<file path="config.mk">
export PLATFORM = sky130hd
export DESIGN_NAME = dbltrap_guard
export DESIGN_NICKNAME = d
export VERILOG_FILES = /design/src/rtl/dbltrap_pkg.sv /design/src/rtl/dbltrap_classify.sv /design/src/rtl/dbltrap_retclr.sv /design/src/rtl/dbltrap_flag.sv /design/src/rtl/dbltrap_guard.sv
export SDC_FILE = /design/constraint.sdc
export NUM_CORES = 1
export LEC_CHECK = 0
export ABC_AREA = 1
export CAP_MARGIN = 10
export CORE_AREA = 2 2 39 41
export CTS_CLUSTER_SIZE = 16
export DETAILED_ROUTE_END_ITERATION = 12
export DIE_AREA = 0 0 41 43
export PLACE_DENSITY_LB_ADDON = 0.2
export RECOVER_POWER = 100
export SLEW_MARGIN = 20
export SYNTH_ARGS = -nofsm -noshare
export SYNTH_HDL_FRONTEND = slang
export SYNTH_SLANG_ARGS = --single-unit
</file>
<file path="constraint.sdc">
create_clock -name clk -period 3.1 [get_ports clk]
set_clock_uncertainty 0.15 [all_clocks]
set_input_delay 0.465 -clock clk [delete_from_list [all_inputs] [get_ports clk]]
set_output_delay 0.465 -clock clk [all_outputs]
set_load 0.01 [all_outputs]
</file>
<file path="src/rtl/dbltrap_pkg.sv">
package dbltrap_pkg;
  localparam int PRIV_W = 3;
  localparam int KIND_W = 2;
  localparam int NFLAG  = 3;   // machine, supervisor, virtual-supervisor

  typedef enum logic [PRIV_W-1:0] {
    PRIV_U  = 3'd0,
    PRIV_S  = 3'd1,
    PRIV_M  = 3'd3,
    PRIV_VU = 3'd4,
    PRIV_VS = 3'd5
  } priv_e;

  typedef enum logic [KIND_W-1:0] {
    RK_MRET  = 2'd0,
    RK_SRET  = 2'd1,
    RK_MNRET = 2'd2,
    RK_NONE  = 2'd3
  } ret_kind_e;

  localparam int F_M  = 0;
  localparam int F_S  = 1;
  localparam int F_VS = 2;
endpackage

</file>
<file path="src/rtl/dbltrap_classify.sv">
module dbltrap_classify
  import dbltrap_pkg::*;
(
  input  logic              trap_req,
  input  logic              is_rnmi,
  input  logic [PRIV_W-1:0] tgt,
  input  logic [PRIV_W-1:0] cur,
  input  logic              nmi_en,
  input  logic              mdt,
  output logic              unexp,
  output logic              take,
  output logic [NFLAG-1:0]  set_f
);
  logic masked_m;
  logic reentry;

  always_comb begin
    // in M with NMI-enable low, any trap is unexpected
    masked_m = (cur == PRIV_M) && !nmi_en;
    // ordinary trap into M while the handler is still busy
    reentry  = !is_rnmi && (tgt == PRIV_M) && mdt;
    unexp    = trap_req && (masked_m || reentry);
    take     = trap_req && !unexp;
    set_f        = '0;
    set_f[F_M]   = take && !is_rnmi && (tgt == PRIV_M);
    set_f[F_S]   = take && !is_rnmi && (tgt == PRIV_S);
    set_f[F_VS]  = take && !is_rnmi && (tgt == PRIV_VS);
  end
endmodule

</file>
<file path="src/rtl/dbltrap_retclr.sv">
module dbltrap_retclr
  import dbltrap_pkg::*;
(
  input  logic              ret_valid,
  input  logic [KIND_W-1:0] kind,
  input  logic [PRIV_W-1:0] cur,
  input  logic [PRIV_W-1:0] new_priv,
  output logic [NFLAG-1:0]  clr_f
);
  logic applies;
  logic clr_mach;
  logic to_lower;

  always_comb begin
    applies  = 1'b0;
    clr_mach = 1'b0;
    unique case (kind)
      RK_MRET, RK_SRET: begin
        applies  = ret_valid && (cur == PRIV_M);
        clr_mach = applies;
      end
      RK_MNRET: begin
        applies  = ret_valid;
        clr_mach = applies && (new_priv != PRIV_M);
      end
      default: begin
        applies  = 1'b0;
        clr_mach = 1'b0;
      end
    endcase
    to_lower = (new_priv == PRIV_U) || (new_priv == PRIV_VS) ||
               (new_priv == PRIV_VU);
    clr_f        = '0;
    clr_f[F_M]   = clr_mach;
    clr_f[F_S]   = applies && to_lower;
    clr_f[F_VS]  = applies && (new_priv == PRIV_VU);
  end
endmodule

</file>
<file path="src/rtl/dbltrap_flag.sv">
module dbltrap_flag #(
  parameter logic RST_VAL = 1'b0
) (
  input  logic clk,
  input  logic rst,
  input  logic set,
  input  logic clr,
  output logic q
);
  always_ff @(posedge clk) begin
    if (rst)      q <= RST_VAL;
    else if (set) q <= 1'b1;
    else if (clr) q <= 1'b0;
  end
endmodule

</file>
<file path="src/rtl/dbltrap_guard.sv">
module dbltrap_guard
  import dbltrap_pkg::*;
(
  input  logic              clk,
  input  logic              rst,
  input  logic              trap_req,
  input  logic              trap_is_rnmi,
  input  logic [PRIV_W-1:0] trap_tgt_priv,
  input  logic [PRIV_W-1:0] cur_priv,
  input  logic              nmi_en,
  input  logic              ret_valid,
  input  logic [KIND_W-1:0] ret_kind,
  input  logic [PRIV_W-1:0] ret_new_priv,
  output logic              mdt_o,
  output logic              sdt_o,
  output logic              vsdt_o,
  output logic              trap_taken_o,
  output logic              unexp_trap_o
);
  localparam logic [NFLAG-1:0] FLAG_RST = 3'b001;  // machine bit resets high

  logic [NFLAG-1:0] flags_q;
  logic [NFLAG-1:0] set_f;
  logic [NFLAG-1:0] clr_raw;
  logic [NFLAG-1:0] clr_f;
  logic             unexp_c;
  logic             take_c;

  dbltrap_classify u_cls (
    .trap_req (trap_req),
    .is_rnmi  (trap_is_rnmi),
    .tgt      (trap_tgt_priv),
    .cur      (cur_priv),
    .nmi_en   (nmi_en),
    .mdt      (flags_q[F_M]),
    .unexp    (unexp_c),
    .take     (take_c),
    .set_f    (set_f)
  );

  dbltrap_retclr u_ret (
    .ret_valid (ret_valid),
    .kind      (ret_kind),
    .cur       (cur_priv),
    .new_priv  (ret_new_priv),
    .clr_f     (clr_raw)
  );

  // a trap in the same cycle wins over any return
  assign clr_f = trap_req ? '0 : clr_raw;

  for (genvar g = 0; g < NFLAG; g++) begin : g_flag
    dbltrap_flag #(.RST_VAL(FLAG_RST[g])) u_flag (
      .clk (clk),
      .rst (rst),
      .set (set_f[g]),
      .clr (clr_f[g]),
      .q   (flags_q[g])
    );
  end

  always_ff @(posedge clk) begin
    if (rst) begin
      trap_taken_o <= 1'b0;
      unexp_trap_o <= 1'b0;
    end else begin
      trap_taken_o <= take_c;
      unexp_trap_o <= unexp_c;
    end
  end

  assign mdt_o  = flags_q[F_M];
  assign sdt_o  = flags_q[F_S];
  assign vsdt_o = flags_q[F_VS];


  pulse_excl_chk: assert property (@(posedge clk) disable iff (rst)
    !(trap_taken_o && unexp_trap_o));


  mdt_after_take_chk: assert property (@(posedge clk) disable iff (rst)
    (trap_req && !trap_is_rnmi && trap_tgt_priv == PRIV_M && !unexp_trap_o
     && !mdt_o && !(cur_priv == PRIV_M && !nmi_en)) |=> (mdt_o && trap_taken_o));


  reentry_flag_chk: assert property (@(posedge clk) disable iff (rst)
    (trap_req && !trap_is_rnmi && trap_tgt_priv == PRIV_M && mdt_o)
      |=> (unexp_trap_o && !trap_taken_o && mdt_o));


  rnmi_keeps_mdt_chk: assert property (@(posedge clk) disable iff (rst)
    (trap_req && trap_is_rnmi) |=> $stable(mdt_o));


  masked_m_chk: assert property (@(posedge clk) disable iff (rst)
    (trap_req && cur_priv == PRIV_M && !nmi_en) |=> unexp_trap_o);


  trap_beats_ret_chk: assert property (@(posedge clk) disable iff (rst)
    (trap_req && ret_valid && mdt_o) |=> mdt_o);


  idle_hold_chk: assert property (@(posedge clk) disable iff (rst)
    (!trap_req && !ret_valid) |=> ($stable({mdt_o, sdt_o, vsdt_o})
      && !trap_taken_o && !unexp_trap_o));
endmodule

</file>
-- Word-level counts from Yosys, hierarchy flattened
Index checks and enable logic that the tools add are counted.
- flip-flop bits (word level): 5
- logic and storage cells: 46
- output and inout port bits: 5
- multiplexer cells: 7
- reduce and logical (&&, ||, !) cells: 25
- equality and inequality tests: 9
- operators by type and width (operator ; count):
    $logic_and 1x1->1 ; 13
    $eq 3x3->1 const B ; 3
    $eq 3x2->1 const B ; 2
    $mux 1 ; 4
    $pmux 1 s2 ; 2
    $reduce_bool 2->1 ; 2
    $reduce_or 2->1 ; 2
    $eq 3x1->1 const B ; 1
    $logic_not 1->1 ; 3
    $logic_not 3->1 ; 1
    $logic_or 1x1->1 ; 3
    $mux 3 ; 1
    $ne 3x2->1 const B ; 1
    $eq 2x1->1 const B ; 1
    $eq 2x2->1 const B ; 1
    $logic_not 2->1 ; 1

-- Logic depth before layout (Yosys ltp)
Gate-level depths: netlist (run 1).
- word-level depth: 10
- depth in mapped cells: 7
- gate-level depth less buffers: 7

-- Modules after synthesis
From an unflattened synthesis (run 1), not the netlist that was laid out.
- cells, all modules: 67
- area total of the unflattened synthesis: 380.4 µm²
- by module, submodules not included (module ; area an instance (µm²) ; cells an instance ; times used):
    dbltrap_classify ; 106.4 ; 22 ; 1
    dbltrap_retclr ; 81.3 ; 18 ; 1
    dbltrap_flag (g_flag[1].u_flag ...) ; 40.0 ; 5 ; 2
    dbltrap_guard ; 77.6 ; 12 ; 1
    dbltrap_flag (g_flag[0].u_flag) ; 35.0 ; 5 ; 1

-- Worst setup path after synthesis (run 1)
Ideal clock, no wire load.
- kind: input -> register
- start point: input port cur_priv[0]
- end point: register g_flag[0].u_flag.q
- data arrival time: 0.907 ns
- stages on the path: 7
- required time: 2.830 ns
- setup time: 0.120 ns
- path slack: 1.924 ns
- cells stage by stage: nand2_1 nor2_2 nand2_1 nand2_2 inv_2 nand3_1 nand3_1
- word-level cells in the longest chain between the ends: 9
- ends and longest elaborated chain (what ; line ; text):
    start: declaration ; dbltrap_guard.sv:9 ; input logic [PRIV_W-1:0] cur_priv,
    $eq 3x2->1 * ; dbltrap_classify.sv:19, dbltrap_retclr.sv:19 ;
    $logic_and 1x1->1 ; dbltrap_classify.sv:19 ; masked_m = (cur == PRIV_M) && !nmi_en;
    $logic_or 1x1->1 ; dbltrap_classify.sv:22 ; unexp = trap_req && (masked_m || reentry);
    $logic_and 1x1->1 ; dbltrap_classify.sv:22 ;
    $logic_not 1->1 ; dbltrap_classify.sv:23 ; take = trap_req && !unexp;
    $logic_and 1x1->1 ; dbltrap_classify.sv:23 ;
    $logic_and 1x1->1 (2 in a row) ; dbltrap_classify.sv:25 ; set_f[F_M] = take && !is_rnmi && (tgt == PRIV_M);
    $reduce_or 2->1 (no line) ; - ;
    end signal: assignment ; dbltrap_flag.sv:11 ; if (rst) q <= RST_VAL;
    end signal: assignment ; dbltrap_flag.sv:12 ; else if (set) q <= 1'b1;
    end signal: assignment ; dbltrap_flag.sv:13 ; else if (clr) q <= 1'b0;
    end: declaration ; dbltrap_flag.sv:8 ; output logic q
Every way passes the cells marked *; elsewhere a longest branch is shown, timed or not.
A chain may end at the register's enable or synchronous reset.

-- Worst setup path after layout (run 1)
- start point: register g_flag[0].u_flag.q
- end point: output port mdt_o
- RTL lines (what ; line ; text):
    end: declaration ; dbltrap_guard.sv:14 ; output logic mdt_o,
No word-level cell between the ends.

==> results.toml, run 1 <==
[detailed_routing]
met1Wirelength_um = 310
met3_length_um = 38
wl_met2_um = 347
drt_pass1_iterations = 3
finalWirelength_um = 697
highest_layer = "met3"
drc_errors = 0
vias = 386
wire_per_inst_um = 7.41
ant_nets = 0
drtIter0Drc = 4
viasPerCell = 4.11

[sta]
fmax_mhz = 555
finalMaxSlewViolations = 0
tightest_slew_ns = 0.186
period_share_pct = 58.1
layout_min_cycle_time_ns = 1.80
hold_viol = 0
grt_setup_unrepaired = "false"
fin_hold_ws_ns = 0.302
finalSetupViolCount = 0
slew_headroom_pct = 87.6
finalWorstSetupSlack_ns = 1.30
fin_setup_tns_ns = 0

[worst_hold_path]
hold_depth = 2
min_path_type = "reg2reg"
min_to = "g_flag[1].u_flag.q$_SDFFE_PP0P_"
min_from = "g_flag[1].u_flag.q$_SDFFE_PP0P_"

[cells_and_area]
nNetsFinal = 96
diodes = 0
fin_cells = 94
drive_above_1_share_pct = 10.3
mostFrequentLayoutCell = "nand2_1"
post-route-cell-area_um2 = 564
syn_to_final_growth_pct = 80.4
nFillCells = 168
final_cell_mix = "nand2_1, clkdlybuf4s50_1, inv_1"

[cts]
worst_skew_pair.late_latency_ns = 0.23
cts_buffer_depth = 2
cts_made_buffers = 3
cts.sinks = 5
clk_pin_slew_ns = 0.04
post-cts-setup-buffers = 0
cts_resized = 0
ctsHoldBuffers = 0
cts_root_buf = "clkbuf_4"
h-tree-depth = 1
cts_tree = "built"

[yosys]
syn_inst = 53
synth_area_leaders = "dfxtp_1, nand2_1, inv_1"
synth_area_leader_cell = "dfxtp_1"
ys_seq_elements = 5
synthesis.nets = 70
synth_top_area_share_pct = 32.0
synth-seq-area-share_pct = 32.0
syn_avg_cell_area_um2 = 5.90
synth_area_um2 = 313
ys_types = 13
ys_warn_count = 0

[placement]
routabilityCongestion = 0.660
portBuffers = 21
place_hpwl_um = 611
place_ws_ns = 1.39
dpl-instance-area_um2 = 543
post-place-cells = 90

[grt]
grt_pass1_wl_mm = 1.07
grt_pass1_vias = 326
overflow = 0
grt_max_degree = 4
groute.usage.overall_pct = 9.13
antenna_found_initial = 0

[floorplan]
die_h_um = 43
top_level_ports = 22
start_util_pct = 22.6
design.core.area_um2 = 1380
rows = 14
die_x_um = 41
dieArea_um2 = 1760

[worst_setup_path]
cp-end-kind = "output pin"
start_kind = "flip-flop"
r2r_end = "g_flag[0].u_flag.q$_SDFFE_PP1P_"
cp_slowest_stage_delay_ns = 0.61
rrSetupSlack_ns = 2.01
crit_slowest_cell = "dlygate4sd3_1"
ff2ff_path_depth = 7
crit_chain = "dlygate4sd3_1"
crit_type = "reg2out"
worstReg2RegStart = "g_flag[0].u_flag.q$_SDFFE_PP1P_"
crit_required_ns = 2.48
critical-path-top-delay-family = "buffers and inverters"
critical_path_arrival_ns = 1.19
crit_buf_inv = 1
cp_max_fo = 3

[pwr]
leakagePower_uw = 0.000273
p_per_area_nw_per_um2 = 323
max-vdd-ir-drop_v = 0.0000850

[run]
maxCapViolations = 0

[run_status]
outcome = "completed"
==> cells by family after synthesis <==
| logic type | after synthesis | share of synthesized area [%] |
|---|---|---|
| AND/OR/NAND/NOR | 33 | 48.4 |
| buffers and inverters | 11 | 13.2 |
| AO/OA/AOI/OAI | 4 | 6.40 |
| flip-flops | 5 | 32.0 |
==> sequential cells by signal, summed over array words and instances, names as in the netlist <==
signal and flops:
trap_taken_o 1, g_flag.u_flag.q 3, unexp_trap_o 1
==> metal layers <==
metal,GRT usage [%],up-vias
met5,0,-
met4,8.00,0
met3,1.57,0
met2,15.6,12
met1,8.33,163
li1,-,211
==> Yosys cell counts <==
library cell	number
a21oi_1	3
dfxtp_1	5
inv_1	9
inv_2	2
nand2_1	15
nand2_2	2
nand3_1	3
nand4_1	2
nor2_1	7
nor2_2	2
nor2_4	1
nor3_1	1
o21ai_0	1
==> area by class of cell <==
class | instances | area [um^2] | share of cell area (%)
Clock buffer | 4 | 26.3 | 4.66
Timing Repair Buffer | 21 | 210 | 37.3
Tap cell | 16 | 20.0 | 3.55
Inverter | 11 | 41.3 | 7.32
Sequential cell | 5 | 100 | 17.7
Multi-Input combinational cell | 37 | 166 | 29.5
==> report_power, final <==
| group | internal (uW) | switching (uW) |
|---|---|---|
| clock | 48.5 | 24.0 |
| sequential | 66.7 | 0.765 |
| combinational | 25.7 | 16.4 |
==> how the worst max path moves through the flow <==
stage / from / endpoint / slack, ns / cells past startpoint
after floorplan: cur_priv[0] / g_flag[0].u_flag.q$_SDFFE_PP1P_ / 1.92 / 7
after global placement: cur_priv[0] / g_flag[0].u_flag.q$_SDFFE_PP1P_ / 1.39 / 8
after detailed placement: trap_tgt_priv[1] / g_flag[0].u_flag.q$_SDFFE_PP1P_ / 1.39 / 8
after CTS: g_flag[0].u_flag.q$_SDFFE_PP1P_ / mdt_o / 1.35 / 1
after global routing: g_flag[0].u_flag.q$_SDFFE_PP1P_ / mdt_o / 1.24 / 1
final: g_flag[0].u_flag.q$_SDFFE_PP1P_ / mdt_o / 1.30 / 1
==> per-stage QoR <==
step                util [%]  total power, uW
floorplan                  -             83.8
global placement        39.2              112
detailed placement      39.2              113
CTS                     41.1              188
global route            40.8              192
finish                  40.8              182
Note: power is estimated with default switching activity, not from simulation.
==> run 2, diff against run 1 <==
==> constraint.sdc (replaced) <==
create_clock -name clk -period 1.7 [get_ports clk]
set_clock_uncertainty 0.15 [all_clocks]
set_input_delay 0.255 -clock clk [delete_from_list [all_inputs] [get_ports clk]]
set_output_delay 0.255 -clock clk [all_outputs]
set_load 0.01 [all_outputs]
==> run 2 against run 1 <==
Compared with the run above: die area unchanged; flip-flop and latch count did not move; highest routed layer is now met4; largest power group unchanged; count of clock-buffer cells in the layout unchanged; clock power is 85% higher.
==> results.toml, run 2 (synthesis gave the netlist of run 1 again) <==
[run_status]
outcome = "completed"

[cts]
post-cts-setup-buffers = 0
cts_root_buf = "clkbuf_4"
cts.sinks = 5
cts_made_buffers = 3
h-tree-depth = 1
cts_buffer_depth = 2
clk_pin_slew_ns = 0.04
worst_skew_pair.late_latency_ns = 0.24
ctsHoldBuffers = 0
cts_tree = "built"
cts_resized = 0

[placement]
post-place-cells = 90
routabilityCongestion = 0.650
place_hpwl_um = 634
portBuffers = 21
dpl-instance-area_um2 = 543

[cells_and_area]
fin_cells = 94
top_register = "g_flag.u_flag.q"
nFillCells = 168
drive_above_1_share_pct = 10.3
diodes = 0
nNetsFinal = 96
mostFrequentLayoutCell = "clkdlybuf4s50_1"
syn_to_final_growth_pct = 81.2
final_cell_mix = "clkdlybuf4s50_1, nand2_1, inv_1"
reg_top3 = "g_flag.u_flag.q (3), trap_taken_o (1), unexp_trap_o (1)"
largest_register_ffs = 3
post-route-cell-area_um2 = 567
finish.utilization_pct = 41.0

[pwr]
power_uw = 334
max-vdd-ir-drop_v = 0.000207
p_per_area_nw_per_um2 = 589
leakagePower_uw = 0.000275

[sta]
finalMaxSlewViolations = 0
layout_min_cycle_time_ns = 1.56
grt_setup_unrepaired = "false"
fin_setup_tns_ns = 0
hold_viol = 0
slew_headroom_pct = 87.7
tightest_slew_ns = 0.183
period_share_pct = 91.6
fmax_mhz = 642
finalSetupViolCount = 0

[worst_hold_path]
hold_depth = 2
min_from = "g_flag[1].u_flag.q$_SDFFE_PP0P_"
min_path_type = "reg2reg"
min_to = "g_flag[1].u_flag.q$_SDFFE_PP0P_"

[grt]
grt_max_degree = 4
grt_pass1_wl_mm = 1.24
grt_pass1_vias = 343
overflow = 0
antenna_found_initial = 0
groute.usage.overall_pct = 10.5

[detailed_routing]
drc_errors = 0
drt_pass1_iterations = 5
wire_per_inst_um = 7.53
finalWirelength_um = 708
drtIter0Drc = 10
ant_nets = 0
viasPerCell = 4.05
vias = 381

[worst_setup_path]
crit_buf_inv = 1
critical_path_arrival_ns = 1.15
worstReg2RegStart = "g_flag[0].u_flag.q$_SDFFE_PP1P_"
cp-end-kind = "output pin"
crit_required_ns = 1.29
crit_chain = "dlygate4sd3_1"
critical-path-top-delay-family = "buffers and inverters"
start_kind = "flip-flop"
ff2ff_path_depth = 7
cp_slowest_stage_delay_ns = 0.60
crit_type = "reg2out"
cp_max_fo = 2
r2r_end = "g_flag[0].u_flag.q$_SDFFE_PP1P_"
crit_slowest_cell = "dlygate4sd3_1"
rrSetupSlack_ns = 0.60

[floorplan]
dieArea_um2 = 1760
die_x_um = 41
die_h_um = 43
top_level_ports = 22
start_util_pct = 22.6
rows = 14
design.core.area_um2 = 1380

[run]
maxCapViolations = 0
==> run 2: cell types whose count changed in the layout (fill, tap and decap cells not counted), sizes merged <==
cell and delta:
clkdlybuf4s50 +1, dlygate4sd3 -1
==> run 2: area by class of cell <==
type                            count  area [um^2]  share of cell area [%]
Multi-Input combinational cell     37          169                    29.8
Timing Repair Buffer               21          210                    37.1
Sequential cell                     5          100                    17.7
Inverter                           11         41.3                    7.28
Clock buffer                        4         26.3                    4.64
Tap cell                           16         20.0                    3.53
==> run 2: worst max-delay path by stage <==
stage	startpoint	cells after the start	slack, ns	end
after floorplan	g_flag[0].u_flag.q$_SDFFE_PP1P_	7	0.63	g_flag[0].u_flag.q$_SDFFE_PP1P_
after global placement	cur_priv[0]	8	0.21	g_flag[0].u_flag.q$_SDFFE_PP1P_
after detailed placement	cur_priv[0]	8	0.20	g_flag[0].u_flag.q$_SDFFE_PP1P_
after CTS	g_flag[0].u_flag.q$_SDFFE_PP1P_	1	0.15	mdt_o
after global routing	g_flag[1].u_flag.q$_SDFFE_PP0P_	1	0.06	sdt_o
final	g_flag[1].u_flag.q$_SDFFE_PP0P_	1	0.14	sdt_o
==> run 2: per-stage QoR <==
stage	setup slack, ns	hold WS, ns
5_1_grt	0.0650	0.323
3_3_place_gp	0.209	0.301
6_report	0.142	0.305
3_5_place_dp	0.198	0.309
4_1_cts	0.149	0.313
2_1_floorplan	0.625	0.174
==> run 2: routing by layer <==
layer | routed length [um] | track usage [%] | up-vias
li1 | - | - | 212
met1 | 301 | 11.9 | 151
met2 | 325 | 16.6 | 16
met3 | 60 | 3.14 | 2
met4 | 19 | 6.00 | 0
met5 | 0 | 0 | -
==> run 2: where the power goes <==
| group | total [uW] | leakage [uW] | internal, uW | switching, uW |
|---|---|---|---|---|
| combinational | 77.1 | 0.000220 | 47.3 | 29.8 |
| clock | 134 | 0.0000150 | 88.5 | 45.0 |
| sequential | 123 | 0.0000408 | 122 | 1.50 |
==> run 2: worst reg2reg max path, delay by kind of cell, from the launching register on <==
family | cells | cell delay [ns]
AND/OR/NAND/NOR | 5 | 0.39
flip-flops | 1 | 0.35
buffers and inverters | 2 | 0.10
